<file path="config.mk">
export PLATFORM = sky130hd
export DESIGN_NAME = gpk_gamma_packer
export DESIGN_NICKNAME = d
export VERILOG_FILES = /design/src/rtl/gpk_pkg.sv /design/src/rtl/gpk_field_mask.sv /design/src/rtl/gpk_byte_gen.sv /design/src/rtl/gpk_wait_timer.sv /design/src/rtl/gpk_gamma_packer.sv
export SDC_FILE = /design/constraint.sdc
export NUM_CORES = 1
export LEC_CHECK = 0
export ABC_AREA = 1
export BUFFER_PORTS_ARGS = -buffer_cell sky130_fd_sc_hd__buf_4
export CAP_MARGIN = 20
export CORE_ASPECT_RATIO = 0.6
export CORE_MARGIN = 1
export CORE_UTILIZATION = 50
export CTS_CLUSTER_DIAMETER = 120
export CTS_CLUSTER_SIZE = 16
export DETAILED_ROUTE_END_ITERATION = 10
export PLACE_DENSITY = 0.8
export RECOVER_POWER = 100
export REMOVE_ABC_BUFFERS = 1
export SYNTH_ARGS = -nofsm -noshare
export SYNTH_HDL_FRONTEND = slang
export SYNTH_HIERARCHICAL = 1
export SYNTH_SLANG_ARGS = --single-unit
</file>
<file path="constraint.sdc">
create_clock -name clk_i -period 4.1 [get_ports clk_i]
set_clock_uncertainty 0.15 [all_clocks]
set_input_delay 0.82 -clock clk_i [delete_from_list [all_inputs] [get_ports clk_i]]
set_output_delay 0.82 -clock clk_i [all_outputs]
set_load 0.03 [all_outputs]
</file>
<file path="src/rtl/gpk_pkg.sv">
`timescale 1ns/1ps
package gpk_pkg;

    localparam int unsigned NUM_FIELDS = 15;
    localparam int unsigned FIELD_W    = 5;
    localparam int unsigned BUS_W      = NUM_FIELDS * FIELD_W;
    localparam int unsigned IDX_W      = 5;
    localparam int unsigned SEL_LSB    = 14 * FIELD_W;

    localparam logic [7:0] OP_SELECT = 8'h26;
    localparam logic [7:0] OP_POS    = 8'hC2;
    localparam logic [7:0] OP_NEG    = 8'hC3;

    localparam int unsigned POS_BYTES = 9;
    localparam int unsigned NEG_BYTES = 8;

    localparam logic [IDX_W-1:0] IDX_OP_SEL  = IDX_W'(0);
    localparam logic [IDX_W-1:0] IDX_SEL_ARG = IDX_W'(1);
    localparam logic [IDX_W-1:0] IDX_POS_OP  = IDX_W'(2);
    localparam logic [IDX_W-1:0] IDX_NEG_OP  = IDX_W'(2 + 1 + POS_BYTES);
    localparam logic [IDX_W-1:0] IDX_LAST    = IDX_W'(2 + 1 + POS_BYTES + 1 + NEG_BYTES - 1);

    typedef enum logic [1:0] {
        ST_IDLE = 2'd0,
        ST_SEND = 2'd1,
        ST_WAIT = 2'd2
    } seq_state_e;

    function automatic logic [FIELD_W-1:0] field_mask(input logic neg, input int unsigned idx);
        logic [FIELD_W-1:0] m;
        case (idx)
            0, 1, 3, 4, 5:          m = 5'h0F;
            2, 6:                   m = 5'h1F;
            7, 8, 9, 10, 11, 12:    m = 5'h07;
            13:                     m = neg ? 5'h00 : 5'h03;
            14:                     m = 5'h03;
            default:                m = 5'h00;
        endcase
        return m;
    endfunction

    function automatic logic [FIELD_W-1:0] fld(input logic [BUS_W-1:0] f, input int unsigned i);
        return f[i*FIELD_W +: FIELD_W];
    endfunction

    function automatic logic [7:0] nib_pair(input logic [FIELD_W-1:0] hi, input logic [FIELD_W-1:0] lo);
        return {hi[3:0], lo[3:0]};
    endfunction

    // k-th byte of a coefficient register built from one field set
    function automatic logic [7:0] coef_byte(input logic [BUS_W-1:0] f, input int unsigned k);
        logic [7:0] b;
        case (k)
            0:       b = nib_pair(fld(f, 8),  fld(f, 7));
            1:       b = nib_pair(fld(f, 10), fld(f, 9));
            2:       b = nib_pair(fld(f, 12), fld(f, 11));
            3:       b = {3'b000, fld(f, 2)};
            4:       b = nib_pair(fld(f, 4),  fld(f, 3));
            5:       b = {3'b000, fld(f, 5)};
            6:       b = {3'b000, fld(f, 6)};
            7:       b = nib_pair(fld(f, 1),  fld(f, 0));
            8:       b = {4'b0000, fld(f, 14)[1:0], fld(f, 13)[1:0]};
            default: b = 8'h00;
        endcase
        return b;
    endfunction

endpackage

</file>
<file path="src/rtl/gpk_field_mask.sv">
`timescale 1ns/1ps
module gpk_field_mask
    import gpk_pkg::*;
#(
    parameter bit IS_NEG = 1'b0
) (
    input  logic [BUS_W-1:0] raw_i,
    output logic [BUS_W-1:0] masked_o
);

    for (genvar g = 0; g < NUM_FIELDS; g++) begin : g_field
        assign masked_o[g*FIELD_W +: FIELD_W] =
            raw_i[g*FIELD_W +: FIELD_W] & field_mask(IS_NEG, g);
    end

endmodule

</file>
<file path="src/rtl/gpk_byte_gen.sv">
`timescale 1ns/1ps
module gpk_byte_gen
    import gpk_pkg::*;
(
    input  logic [BUS_W-1:0] pos_i,
    input  logic [BUS_W-1:0] neg_i,
    input  logic [IDX_W-1:0] idx_i,
    output logic [7:0]       byte_o,
    output logic             is_cmd_o
);

    logic [1:0]  sel;
    int unsigned pos_k;
    int unsigned neg_k;

    assign sel   = neg_i[SEL_LSB +: 2];
    assign pos_k = 32'(idx_i) - 32'(IDX_POS_OP) - 32'd1;
    assign neg_k = 32'(idx_i) - 32'(IDX_NEG_OP) - 32'd1;

    always_comb begin
        byte_o   = 8'h00;
        is_cmd_o = 1'b0;
        if (idx_i == IDX_OP_SEL) begin
            byte_o   = OP_SELECT;
            is_cmd_o = 1'b1;
        end else if (idx_i == IDX_SEL_ARG) begin
            byte_o   = 8'd1 << sel;
        end else if (idx_i == IDX_POS_OP) begin
            byte_o   = OP_POS;
            is_cmd_o = 1'b1;
        end else if (idx_i == IDX_NEG_OP) begin
            byte_o   = OP_NEG;
            is_cmd_o = 1'b1;
        end else if (idx_i < IDX_NEG_OP) begin
            byte_o   = coef_byte(pos_i, pos_k);
        end else begin
            byte_o   = coef_byte(neg_i, neg_k);
        end
    end

endmodule

</file>
<file path="src/rtl/gpk_wait_timer.sv">
`timescale 1ns/1ps
module gpk_wait_timer #(
    parameter int unsigned WAIT_CYCLES = 16
) (
    input  logic clk_i,
    input  logic rst_ni,
    input  logic load_i,
    output logic expire_o
);

    localparam int unsigned CNT_W = $clog2(WAIT_CYCLES + 1);

    logic [CNT_W-1:0] cnt_d, cnt_q;

    always_comb begin
        cnt_d = cnt_q;
        if (load_i) begin
            cnt_d = CNT_W'(WAIT_CYCLES);
        end else if (cnt_q != '0) begin
            cnt_d = cnt_q - CNT_W'(1);
        end
    end

    always_ff @(posedge clk_i) begin
        if (!rst_ni) begin
            cnt_q <= '0;
        end else begin
            cnt_q <= cnt_d;
        end
    end

    assign expire_o = (cnt_q == CNT_W'(1));

endmodule

</file>
<file path="src/rtl/gpk_gamma_packer.sv">
`timescale 1ns/1ps
module gpk_gamma_packer
    import gpk_pkg::*;
#(
    parameter int unsigned WAIT_CYCLES = 1250000
) (
    input  logic             clk_i,
    input  logic             rst_ni,
    input  logic             start_i,
    input  logic [BUS_W-1:0] pos_fields_i,
    input  logic [BUS_W-1:0] neg_fields_i,
    input  logic             ready_i,
    output logic             valid_o,
    output logic             is_cmd_o,
    output logic [7:0]       byte_o,
    output logic             busy_o,
    output logic             done_o
);

    typedef struct packed {
        seq_state_e       state;
        logic [IDX_W-1:0] idx;
        logic [BUS_W-1:0] pos;
        logic [BUS_W-1:0] neg;
        logic             done;
    } seq_t;

    seq_t d, q;

    logic [BUS_W-1:0] pos_masked;
    logic [BUS_W-1:0] neg_masked;
    logic             wait_load;
    logic             wait_expire;
    logic             accept;

    gpk_field_mask #(.IS_NEG(1'b0)) i_mask_pos (
        .raw_i    (pos_fields_i),
        .masked_o (pos_masked)
    );

    gpk_field_mask #(.IS_NEG(1'b1)) i_mask_neg (
        .raw_i    (neg_fields_i),
        .masked_o (neg_masked)
    );

    gpk_byte_gen i_byte_gen (
        .pos_i    (q.pos),
        .neg_i    (q.neg),
        .idx_i    (q.idx),
        .byte_o   (byte_o),
        .is_cmd_o (is_cmd_o)
    );

    gpk_wait_timer #(.WAIT_CYCLES(WAIT_CYCLES)) i_wait (
        .clk_i    (clk_i),
        .rst_ni   (rst_ni),
        .load_i   (wait_load),
        .expire_o (wait_expire)
    );

    assign accept    = (q.state == ST_SEND) && ready_i;
    assign wait_load = accept && (q.idx == IDX_LAST);

    always_comb begin
        d      = q;
        d.done = 1'b0;
        case (q.state)
            ST_IDLE: begin
                if (start_i) begin
                    d.state = ST_SEND;
                    d.idx   = IDX_OP_SEL;
                    d.pos   = pos_masked;
                    d.neg   = neg_masked;
                end
            end
            ST_SEND: begin
                if (accept) begin
                    if ((q.idx == IDX_SEL_ARG) && (q.neg[SEL_LSB +: 2] != 2'd0)) begin
                        d.state = ST_IDLE;
                        d.done  = 1'b1;
                    end else if (q.idx == IDX_LAST) begin
                        d.state = ST_WAIT;
                    end else begin
                        d.idx = q.idx + IDX_W'(1);
                    end
                end
            end
            ST_WAIT: begin
                if (wait_expire) begin
                    d.state = ST_IDLE;
                    d.done  = 1'b1;
                end
            end
            default: begin
                d.state = ST_IDLE;
            end
        endcase
    end

    always_ff @(posedge clk_i) begin
        if (!rst_ni) begin
            q <= '{state: ST_IDLE, idx: '0, pos: '0, neg: '0, done: 1'b0};
        end else begin
            q <= d;
        end
    end

    assign valid_o = (q.state == ST_SEND);
    assign busy_o  = (q.state != ST_IDLE);
    assign done_o  = q.done;

endmodule

</file>
* Word level (Yosys, flattened, before mapping)
Index checks and enable logic that the tools add are counted.
Storage, ports and cells: flip-flop bits (word level) 131, input bits 154, output and inout bits 12, logic and storage cells 87
Operators by class: $add $sub $neg 6, order comparisons 1, eq/ne operators 29, shifts and indexed selects 1, muxes and demuxes 26, bitwise gates (word level) 1, reduce and logical (&&, ||, !) cells 16
Operators with widths (number):
- $eq 32x3->1 const B | 8
- $mux 157 | 1
- $pmux 8 s9 | 2
- $eq 32x2->1 const B | 4
- $eq 32x1->1 const B | 2
- $eq 32x4->1 const B | 2
- $logic_not 32->1 | 2
- $sub 32x1->32 const B | 2
- $mux 21 | 2
- $mux 8 | 5
- $eq 21x1->1 const B | 1
- $reduce_bool 21->1 | 1
- $sub 21x1->21 const B | 1
- $mux 5 | 2
- $pmux 5 s2 | 1
- $reduce_bool 2->1 | 4
- $shl 1x2->8 const A | 1
- $mux 1 | 7
- $mux 7 | 1
- $mux 2 | 3
- $ne 2x2->1 const B | 3
- $pmux 2 s3 | 1
- $sub 5x2->6 const B | 1
- $sub 5x4->6 const B | 1
- other kinds (19) | 22

* Logic depth before layout (Yosys ltp)
depth in word-level cells 9, gate-level depth with buffers 18

* By module
Netlist, hierarchy kept.
Modules (own cells, without submodules):
- gpk_gamma_packer | times used 1, cells an instance 743, area an instance 5774.3 µm²
- gpk_byte_gen | times used 1, cells an instance 367, area an instance 1876.8 µm²
- gpk_wait_timer | times used 1, cells an instance 182, area an instance 1346.3 µm²
- gpk_field_mask | times used 2, cells an instance 76, area an instance 566.8 µm²

* Worst setup path after synthesis
Ideal clock, no wire load.
path kind register to output, start register q[153] (netlist bit), end output port byte_o[0], arrival 2.558 ns, data required time 3.130 ns, setup slack 0.572 ns, stages on the path, launching flop included 18, path buffers 1, cell sequence dfxtp_1 > inv_1 > ha_1 > inv_1 > nand2_1 > nor2_1 > nor2_2 > nand3_4 > buf_8 > nor2_2 > nand2_1 > nand2_1 > nor2_1 > nand3_1 > nand2_1 > nand2_1 > nor2_1 > nor2_1
On the way: cells in the longest elaborated chain, start to end 9
Ends and longest elaborated chain:
- start: declaration | RTL line gpk_gamma_packer.sv:28 | seq_t d, q;
- start signal: assignment | RTL line gpk_gamma_packer.sv:102 | q <= '{state: ST_IDLE, idx: '0, pos: '0, neg: '0, done: 1'b0};
- $sub 5x4->6 or $sub 5x2->6 (tied branches) | RTL line gpk_byte_gen.sv:18, gpk_byte_gen.sv:17
- $sub 32x1->32, on equally long branches | RTL line gpk_byte_gen.sv:18, gpk_byte_gen.sv:17
- $eq 32x4->1, or another cell as far along | RTL line gpk_pkg.sv:53 | case (k)
- $pmux 8 s9 | RTL line gpk_pkg.sv:53
- $mux 8 | RTL line gpk_byte_gen.sv:34 | end else if (idx_i < IDX_NEG_OP) begin
- $mux 8 | RTL line gpk_byte_gen.sv:31 | end else if (idx_i == IDX_NEG_OP) begin
- $mux 8 | RTL line gpk_byte_gen.sv:28 | end else if (idx_i == IDX_POS_OP) begin
- $mux 8 | RTL line gpk_byte_gen.sv:26 | end else if (idx_i == IDX_SEL_ARG) begin
- $mux 8 (*) | RTL line gpk_byte_gen.sv:23 | if (idx_i == IDX_OP_SEL) begin
- end: declaration | RTL line gpk_gamma_packer.sv:15 | output logic [7:0] byte_o,
Mark *: on every way between the ends. The rest lies on a longest branch, timed or not.

* Worst setup path after layout
start register q[154] (netlist bit), end output port byte_o[4]
The elaborated chain is that of the path after synthesis.

==> impl_metrics.env <==
export IMPL_crit_arrival_ns=3.01
export IMPL_fin_crit_sh=0.9696
export IMPL_reg2reg_depth=8
export IMPL_max_stage_delay_ns=0.40
export IMPL_grt_overflow_total=0
export IMPL_port_buffers=117
export IMPL_clock_root_buffer="clkbuf_16"
export IMPL_ir_worst_vdd_mv=0.3407
export IMPL_via_per_inst=5.093
export IMPL_cp_required_ns=3.13
export IMPL_holdCritPathClass="reg2reg"
export IMPL_cts_sinks=147
export IMPL_cts_tree="built"
export IMPL_ioPinCount=166
export IMPL_htreeDepth=4
export IMPL_stdcell_area_um2=9624
export IMPL_die_width_um=173.8
export IMPL_hold_violations=0
export IMPL_first_pass_iters=5
export IMPL_rrSetupSlack_ns=0.33
export IMPL_num_fill_cells=1647
export IMPL_final_max_slew_violation_count=91
export IMPL_crit_type="reg2out"
export IMPL_synth_cells=1284
export IMPL_layout_nets=1458
export IMPL_finalSetupViolations=0
export IMPL_cts_hold_buf=0
export IMPL_syn_area_per_cell_um2=6.892
export IMPL_cp_num_cells=17
export IMPL_yosys_warnings=6
export IMPL_hpwl_um=14870
export IMPL_final_cells=1533
export IMPL_diodes=0
export IMPL_worst_path_max_delay_cell="dfxtp_2"
export IMPL_routed_wl_um=21170
export IMPL_worstMarginPinSlew_ns=1.763
export IMPL_area_growth_pct=8.752
export IMPL_core_um2=17220
export IMPL_grt_pass1_wl_um=34920
export IMPL_cp_end_kind="primary output"
export IMPL_dp_cells=1494
export IMPL_initial_utilization=0.5139
export IMPL_drive_gt1_frac=0.2040
export IMPL_first_global_vias=7164
export IMPL_fp_row_count=37
export IMPL_drv_cap=2
export IMPL_route_detailed_drc=0
export IMPL_violations="max-capacitance violations, max-slew violations"
export IMPL_power_mw=6.726
export IMPL_slew_headroom=-0.1755
export IMPL_placed_area_um2=8964
export IMPL_cts_buffers_inserted=17
export IMPL_clock_latency_ns=0.43
export IMPL_vias=7807
export IMPL_crit_fanout=6
export IMPL_cp_start_kind="flip-flop"
export IMPL_path_buf_inv=4
export IMPL_rsz0062_at_grt="yes"
export IMPL_gp_congestion=0.9149
export IMPL_fmax_ghz=0.2515
export IMPL_wl_per_cell_um=13.81
export IMPL_drtIter0Drc=695
export IMPL_detail_route_antenna_nets=0
export IMPL_grt_use_total=0.2357
export IMPL_cts_buffer_depth=2
export IMPL_syn_area_um2=8850
export IMPL_antenna_found_initial=0
export IMPL_grt_max_degree=117
export IMPL_critical_path_top_delay_family="simple AND/OR/NAND/NOR gates"
export IMPL_p_per_area_nw_per_um2=698.9
export IMPL_die_area_um2=18250
export IMPL_leakage_nw=4.390
export IMPL_crit_chain="ha_4, inv_1, ha_1, nand2_1, nor2_1, nor2_2, nand3_4, buf_4, nor2_4, buf_4, nand2_1, nand4_1, nor2_1, nand3_1, nand2_1, nor2_1, buf_4"
export IMPL_path_clk_slew_ns=0.06
export IMPL_status="complete, but fails checks"
export IMPL_post_route_util=0.5588
export IMPL_period_minus_slack_ns=3.975
export IMPL_worst_hold_path_num_cells=2
export IMPL_die_height_um=105.1
## state kept, by name, summed over array words and instances, names as in the netlist
register / cells
q: 125
i_wait/cnt_q: 21
done_o: 1
## final cells by class
type / instances / area, µm² / share of cell area
Clock inverter: 14 / 160.2 / 0.01664
Clock buffer: 18 / 429.2 / 0.04459
Tap cell: 234 / 292.8 / 0.03042
Multi-Input combinational cell: 914 / 4469 / 0.4644
Timing Repair Buffer: 148 / 1091 / 0.1134
Inverter: 58 / 236.5 / 0.02457
Sequential cell: 147 / 2945 / 0.3060
## through the flow
step           setup TNS, ns  setup slack (ns)  hold WS [ns]
2_1_floorplan              0            0.4265        0.2966
5_1_grt              -0.1116          -0.04473        0.3564
3_3_place_gp               0            0.4286        0.3113
3_5_place_dp               0            0.4173        0.3201
4_1_cts                    0           0.01271        0.3360
6_report                   0            0.1245        0.3319
## cell usage in the layout (no fill, tap or decap), types with 3 or more instances in the layout
cell	count
nor2_1	316
nand2_1	181
dfxtp_1	145
buf_4	139
o21ai_0	123
nand3_1	102
inv_1	44
nand4_1	26
a21oi_1	23
nor2_2	23
ha_1	17
clkbuf_16	17
conb_1	16
nand2_2	15
nor2_4	14
nor3_1	9
inv_2	9
nand2_4	7
xnor2_1	7
clkbuf_1	6
inv_8	6
inv_6	6
nand3_2	5
or2_2	3
nand3_4	3
a22oi_1	3
## what timing repair did
item,CTS,global route
pin swaps,1,3
hold endpoints to repair,0,0
endpoints found under the setup margin,3,8
resized for setup,1,13
setup buffers,2,4
## power by group
group / leakage [nW] / total [mW] / internal (mW) / switching, mW
Sequential: 1.22 / 2.16 / 1.87 / 0.297
Clock: 0.287 / 1.58 / 0.870 / 0.707
Combinational: 2.89 / 2.98 / 1.02 / 1.97
Total: 4.39 / 6.73 / 3.76 / 2.97
## worst paths after layout
path / startpoint / end
worst min register to register: q[49]$_SDFFE_PN0P_ / q[49]$_SDFFE_PN0P_
worst max-delay path: q[154]$_SDFFE_PN0P_ / byte_o[4]
worst min-delay path: q[49]$_SDFFE_PN0P_ / q[49]$_SDFFE_PN0P_
worst max register to register: q[156]$_SDFFE_PN0P_ / q[2]$_SDFFE_PN0P_
## worst reg2reg max path: stages, from the launching register on
cell and delay (ns):
dfxtp_1 0.33, inv_1 0.09, ha_1 0.27, nand2_4 0.25, clkinv_2 0.09, clkbuf_1 1.26, clkbuf_4 0.97, nor2_1 0.17
nor2_1 0.13
## metal layers
metal | share of wire | global-route usage | vias to the layer above
li1 | - | - | 3979
met1 | 0.50 | 0.3496 | 3549
met2 | 0.42 | 0.3426 | 251
met3 | 0.063 | 0.04512 | 28
met4 | 0.014 | 0.06642 | 0
met5 | 0 | 0 | -
Note: power is estimated with default switching activity, not from simulation.
